[src/rtl/mapper_pkg.sv]
// Package: shared constants and types for the banked ROM address mapper.
// Assumes: fixed field widths of the bank selectors and slot geometry.
package mapper_pkg;

    localparam int PRG_SEL_W  = 5;   // width of a program bank selector
    localparam int PRG_OFS_W  = 13;  // 8 KiB program slot offset
    localparam int PRG_SLOTS  = 4;
    localparam int PRG_SLOT_W = $clog2(PRG_SLOTS);
    localparam int CHR_LO_W   = 4;   // low part of a pattern bank number
    localparam int CHR_HI_W   = 5;   // high part of a pattern bank number
    localparam int CHR_RAW_W  = CHR_LO_W + CHR_HI_W;
    localparam int CHR_OFS_W  = 10;  // 1 KiB pattern slot offset
    localparam int CHR_SLOTS  = 8;
    localparam int CHR_SLOT_W = $clog2(CHR_SLOTS);

    typedef enum logic [1:0] {
        MIR_VERT   = 2'd0,
        MIR_HORIZ  = 2'd1,
        MIR_ONE_A  = 2'd2,
        MIR_ONE_B  = 2'd3
    } mirror_e;

endpackage

[src/rtl/prg_slot_map.sv]
// Module: prg_slot_map
// Picks the program bank number for one of the four 8 KiB CPU slots.
// Assumes: PRG_BANKS >= 2; selectors are reduced modulo PRG_BANKS.
module prg_slot_map
    import mapper_pkg::*;
#(
    parameter int PRG_BANKS = 16,
    parameter int PRG_BW    = $clog2(PRG_BANKS)
) (
    input  logic [PRG_SLOT_W-1:0] slot,
    input  logic [PRG_SEL_W-1:0]  sel0,
    input  logic [PRG_SEL_W-1:0]  sel1,
    input  logic                  swap,
    output logic [PRG_BW-1:0]     bank
);

    localparam logic [PRG_BW-1:0] LAST_BANK   = PRG_BW'(PRG_BANKS - 1);
    localparam logic [PRG_BW-1:0] SECOND_BANK = PRG_BW'(PRG_BANKS - 2);

    logic [PRG_BW-1:0] sel0_wrap;
    logic [PRG_BW-1:0] sel1_wrap;

    // Reduce both selectors into the available bank range.
    always_comb begin
        sel0_wrap = PRG_BW'(32'(sel0) % PRG_BANKS);
        sel1_wrap = PRG_BW'(32'(sel1) % PRG_BANKS);
    end

    // Route selectors or pinned banks to the slot per swap mode.
    always_comb begin
        unique case (slot)
            2'd0:    bank = swap ? SECOND_BANK : sel0_wrap;
            2'd1:    bank = sel1_wrap;
            2'd2:    bank = swap ? sel0_wrap : SECOND_BANK;
            default: bank = LAST_BANK;
        endcase
    end

endmodule

[src/rtl/chr_slot_map.sv]
// Module: chr_slot_map
// Builds eight 1 KiB pattern bank numbers from split low/high parts and
// selects the one addressed by the PPU slot index.
// Assumes: HALF_CHR is 0 or 1; results are reduced modulo CHR_BANKS.
module chr_slot_map
    import mapper_pkg::*;
#(
    parameter int CHR_BANKS = 256,
    parameter bit HALF_CHR  = 1'b0,
    parameter int CHR_BW    = $clog2(CHR_BANKS)
) (
    input  logic [CHR_SLOT_W-1:0]          slot,
    input  logic [CHR_SLOTS*CHR_LO_W-1:0]  lo_parts,
    input  logic [CHR_SLOTS*CHR_HI_W-1:0]  hi_parts,
    output logic [CHR_BW-1:0]              bank
);

    logic [CHR_BW-1:0] slot_bank [CHR_SLOTS];

    for (genvar k = 0; k < CHR_SLOTS; k++) begin : g_slot
        logic [CHR_RAW_W-1:0] raw;
        logic [CHR_RAW_W-1:0] eff;

        // Merge the high part above the low part.
        always_comb begin
            raw = (CHR_RAW_W'(hi_parts[k*CHR_HI_W +: CHR_HI_W]) << CHR_LO_W)
                | CHR_RAW_W'(lo_parts[k*CHR_LO_W +: CHR_LO_W]);
        end

        if (HALF_CHR) begin : g_half
            // Variant: discard bit 0 of the merged number.
            always_comb eff = raw >> 1;
        end else begin : g_full
            // Standard: merged number used as is.
            always_comb eff = raw;
        end

        // Reduce into the available pattern bank range.
        always_comb slot_bank[k] = CHR_BW'(32'(eff) % CHR_BANKS);
    end

    // Pick the bank for the addressed slot.
    always_comb bank = slot_bank[slot];

endmodule

[src/rtl/nt_select.sv]
// Module: nt_select
// Derives the nametable select line from the mirroring code.
// Assumes: code encoding from mapper_pkg::mirror_e.
module nt_select
    import mapper_pkg::*;
(
    input  logic [1:0] mode,
    input  logic       a10,
    input  logic       a11,
    output logic       sel
);

    // Decode mirroring code into the select source.
    always_comb begin
        unique case (mirror_e'(mode))
            MIR_VERT:  sel = a10;
            MIR_HORIZ: sel = a11;
            MIR_ONE_A: sel = 1'b0;
            default:   sel = 1'b1;
        endcase
    end

endmodule

[src/rtl/banked_rom_mapper.sv]
// Module: banked_rom_mapper (top)
// Translates CPU window and PPU pattern addresses into physical ROM
// addresses from externally held bank selectors; also drives the
// nametable select. Purely combinational.
// Assumes: cpu_win_addr is only meaningful while the CPU is in 0x8000-0xFFFF.
module banked_rom_mapper
    import mapper_pkg::*;
#(
    parameter int PRG_BANKS = 16,
    parameter int CHR_BANKS = 256,
    parameter bit HALF_CHR  = 1'b0,
    parameter int PRG_BW    = $clog2(PRG_BANKS),
    parameter int CHR_BW    = $clog2(CHR_BANKS)
) (
    input  logic [14:0]                   cpu_win_addr,
    input  logic [4:0]                    prg_sel0,
    input  logic [4:0]                    prg_sel1,
    input  logic                          prg_swap,
    input  logic [12:0]                   ppu_addr,
    input  logic [31:0]                   chr_lo,
    input  logic [39:0]                   chr_hi,
    input  logic [1:0]                    mirror,
    output logic [PRG_BW+PRG_OFS_W-1:0]   prg_addr,
    output logic [CHR_BW+CHR_OFS_W-1:0]   chr_addr,
    output logic                          nt_sel
);

    logic [PRG_BW-1:0] prg_bank;
    logic [CHR_BW-1:0] chr_bank;

    prg_slot_map #(
        .PRG_BANKS (PRG_BANKS),
        .PRG_BW    (PRG_BW)
    ) u_prg (
        .slot (cpu_win_addr[14:13]),
        .sel0 (prg_sel0),
        .sel1 (prg_sel1),
        .swap (prg_swap),
        .bank (prg_bank)
    );

    chr_slot_map #(
        .CHR_BANKS (CHR_BANKS),
        .HALF_CHR  (HALF_CHR),
        .CHR_BW    (CHR_BW)
    ) u_chr (
        .slot     (ppu_addr[12:10]),
        .lo_parts (chr_lo),
        .hi_parts (chr_hi),
        .bank     (chr_bank)
    );

    nt_select u_nt (
        .mode (mirror),
        .a10  (ppu_addr[10]),
        .a11  (ppu_addr[11]),
        .sel  (nt_sel)
    );

    // Join bank numbers with in-slot offsets.
    always_comb begin
        prg_addr = {prg_bank, cpu_win_addr[PRG_OFS_W-1:0]};
        chr_addr = {chr_bank, ppu_addr[CHR_OFS_W-1:0]};
    end

endmodule

[config.mk]
export PLATFORM = sky130hd
export DESIGN_NAME = banked_rom_mapper
export DESIGN_NICKNAME = d
export VERILOG_FILES = /design/src/rtl/mapper_pkg.sv /design/src/rtl/prg_slot_map.sv /design/src/rtl/chr_slot_map.sv /design/src/rtl/nt_select.sv /design/src/rtl/banked_rom_mapper.sv
export SDC_FILE = /design/constraint.sdc
export NUM_CORES = 1
export LEC_CHECK = 0
export BUFFER_PORTS_ARGS = -buffer_cell sky130_fd_sc_hd__buf_2
export CORE_MARGIN = 5
export CORE_UTILIZATION = 28
export DETAILED_ROUTE_END_ITERATION = 16
export PLACE_DENSITY = 0.79
export SYNTH_ARGS = -nofsm -noshare
export SYNTH_HDL_FRONTEND = slang
export SYNTH_SLANG_ARGS = --single-unit
[constraint.sdc]
create_clock -name vclk -period 1.4
set_input_delay 0.07 -clock vclk [all_inputs]
set_output_delay 0.07 -clock vclk [all_outputs]
set_load 0.1 [all_outputs]
==> results.md <==
- The path class of the tightest hold or removal check is in -> out.
- The critical path goes through buf_8 > buf_16 > mux4_2 > mux2_4 > buf_12.
- The total area inside the core boundary comes to 0.00298 mm2.
- The floorplan step defined a die boundary enclosing 0.00424 mm2.
- The library cell with the largest summed area after synthesis is mux4_1.
- Summing all multi-input logic gate instances after layout gives 598 um2.
- The first-pass GRT wire length is 4.74 mm.
- The number of global-route vias before repair is 924.
- The all-layer global routing usage is 14.2%.
- The worst setup path is captured at a primary output.
- Once detail routing completed, the nets flagged for antenna violations numbered 0.
- The total power divided by cell area is 608 mW/mm2.
- The cell family contributing the most delay on the critical path is multiplexers.
- The post-synthesis to final-layout area growth is 59.1%.
- The final-layout clock buffer total is 0.
- The worst hold slack is 0.140 ns.
- For the pin with the worst max-slew slack, the measured transition is 0.492 ns.
- The number of pins with negative max-slew slack in the final report was 0.
- The initial antenna violation count is 0.
- After the first detailed-routing iteration, the DRC count stood at 44.
- The met1 track utilization from global routing is 18.4%.
- The category of the most critical setup path is in -> out.
- The routed design has 3.35 mm of wire.
- The met3 usage in global routing is 3.47%.
- The largest driver fanout on the critical path is 4.
- The relative slew slack is 67.5%.
- Measured against the total synthesized area, the mux share comes to 60.1%.
- After detailed routing, the average wire length per cell comes to 19.0 um.
- The worst setup margin is 0.0493 ns.
- For this run, the share of the core covered by cells in the final layout is 45.4%.
- The number of sequential storage elements is 0.
- On the critical path, the stage with the largest delay is an instance of mux4_2.
- After synthesis, the largest family of logic cells by area is multiplexers.
- The overflow left after global routing is 0.
- The layer flagged by global routing as most heavily used is met2.
- Of the total synthesized cell area, the portion taken by AND, OR, NAND and NOR gates is 5.15%.
- The count of cells along the worst hold path is 0.
- By area the synthesized netlist is led by mux4_1, buf_4, mux2_2.
- After layout, the worst path uses 96.5% of the clock period.
- Setup repair after global routing left no endpoint under its margin.
- Once the floorplan was initialized, standard cells occupied 28.5% of the core.
- The synthesized area per cell is 11.5 um2.
- The floorplan has 20 rows.
- Of the total synthesized cell area, the portion taken by XOR and XNOR cells is 0%.
- The synthesized netlist devotes 7.51% of its cell area to compound gates.
- The worst setup path is launched from an input port.
- In this run the number of cells on the critical path is 5.
- At the placement stage, the worst setup path has a slack of -0.200 ns.
- The die span in x is 65.1 um.
- Summing the sequential cell areas from Yosys gives 0% of the chip area.
- IR analysis of the VDD net gives a maximum drop of 0.224 mV.
- The area of all sequential standard cells is 0 um2.
- The minimum clock period after layout is 1.35 ns.
- Port buffering added 93 buffers.
- The met2 track demand over resource in global routing is 24.0%.
- The total number of yosys warnings is 0.
- The detailed-route DRC error count is 0.
- Entering global routing, the biggest net connects 11 pins.
- The maximum single-stage delay on the critical path is 0.52 ns.
- In this run the biggest area consumer among cell types represents 49.5% of the synthesized area.
- After legalization and detailed placement, the total HPWL measured 2.80 mm.
- Counting the fill cells in the layout gives 295.
- The design draws 0.822 mW.
- The total number of nets in the final design is 258.
- The number of setup violations in the final report is 0.
- Across the run, the number of max-cap violations was 0.
- The cell with the most instances after synthesis is buf_4.
- Timing would allow up to 740 MHz.
- Of the cells placed in the final design, the portion with a size suffix greater than 1 is 86.0%.
- After technology mapping, the gate count stands at 74.
- Counting both buffers and inverters, the worst setup path holds a total of 3.
- In this run, distinct cell masters in the synthesized netlist total 18.
- The total I/O pin count is 149.
- The weighted congestion reported at the end of routability-driven placement is 0.783.
- When the netlist entered floorplanning its net count stood at 187.
- The arrival time reported for the critical path endpoint is 1.28 ns.
- The first TritonRoute pass finished after 4 iterations.
- The run finished with clean final reports.
- The static leakage is 0.676 nW.
- The die outline height is 65.1 um.
- Of the total synthesized cell area, the portion taken by full adders, half adders and majority gates is 0%.
- The total via count after detailed routing is 908.
- After detailed routing, the number of vias per cell comes to 5.16.
- In the synthesized netlist, the cells that appear most often are buf_4, mux4_1, mux2_2, a21oi_1.
- The repair_antennas step left the layout with diodes totalling 0.
- The number of failing hold endpoints at the final stage is 0.
- The data required time of the worst path is 1.33 ns.
- In this run the cell area of the synthesized design comes to 850 um2.
[report_power, final]
group | switching (mW) | internal (mW)
Clock | 0 | 0
Sequential | 0 | 0
Combinational | 0.458 | 0.364
Total | 0.458 | 0.364
[layout make-up]
class	instances	share of cell area, %
Inverter	3	0.833
Tap cell	33	3.06
Timing Repair Buffer	98	51.9
Multi-Input combinational cell	42	44.3
[placed cells by master (no fill, tap or decap), types with 2 or more instances in the layout]
cell / count
buf_2: 83
mux4_2: 15
buf_12: 11
mux2_4: 8
a21oi_1: 4
inv_1: 3
nor3_1: 3
o22a_1: 3
buf_8: 2
[through the flow]
| stage | TNS, ns | instance area, um2 | std cells |
|---|---|---|---|
| after floorplan | -0.0366 | 886 | 74 |
| after global placement | -1.27 | 1240 | 175 |
| after detailed placement | -1.34 | 1240 | 175 |
| after CTS | -0.00611 | 1360 | 176 |
| after global routing | 0 | 1350 | 176 |
| final | 0 | 1350 | 176 |
[cells by family after synthesis]
family,Yosys count
buffers and inverters,32
muxes,24
AOI/OAI and AO/OA,10
and+or+nand+nor,8
[worst paths after layout]
check | startpoint | endpoint | slack (ns)
worst max-delay path | ppu_addr[10] | chr_addr[11] | 0.05
worst min-delay path | ppu_addr[1] | chr_addr[1] | 0.14
[layer usage]
layer,share of wire (%),routed length [um]
met5,0,0
met4,1.2,41
met3,12,414
met2,48,1590
met1,39,1300
[repair_timing]
action | 4_1_cts | 5_1_grt
setup endpoints to repair | 8 | 4
gates cloned | 1 | 0
gates resized for setup | 48 | 5
hold buffers | 0 | 0
pin swaps | 0 | 0
buffers inserted | 0 | 0
No activity file was read; power rests on OpenSTA's default activity.
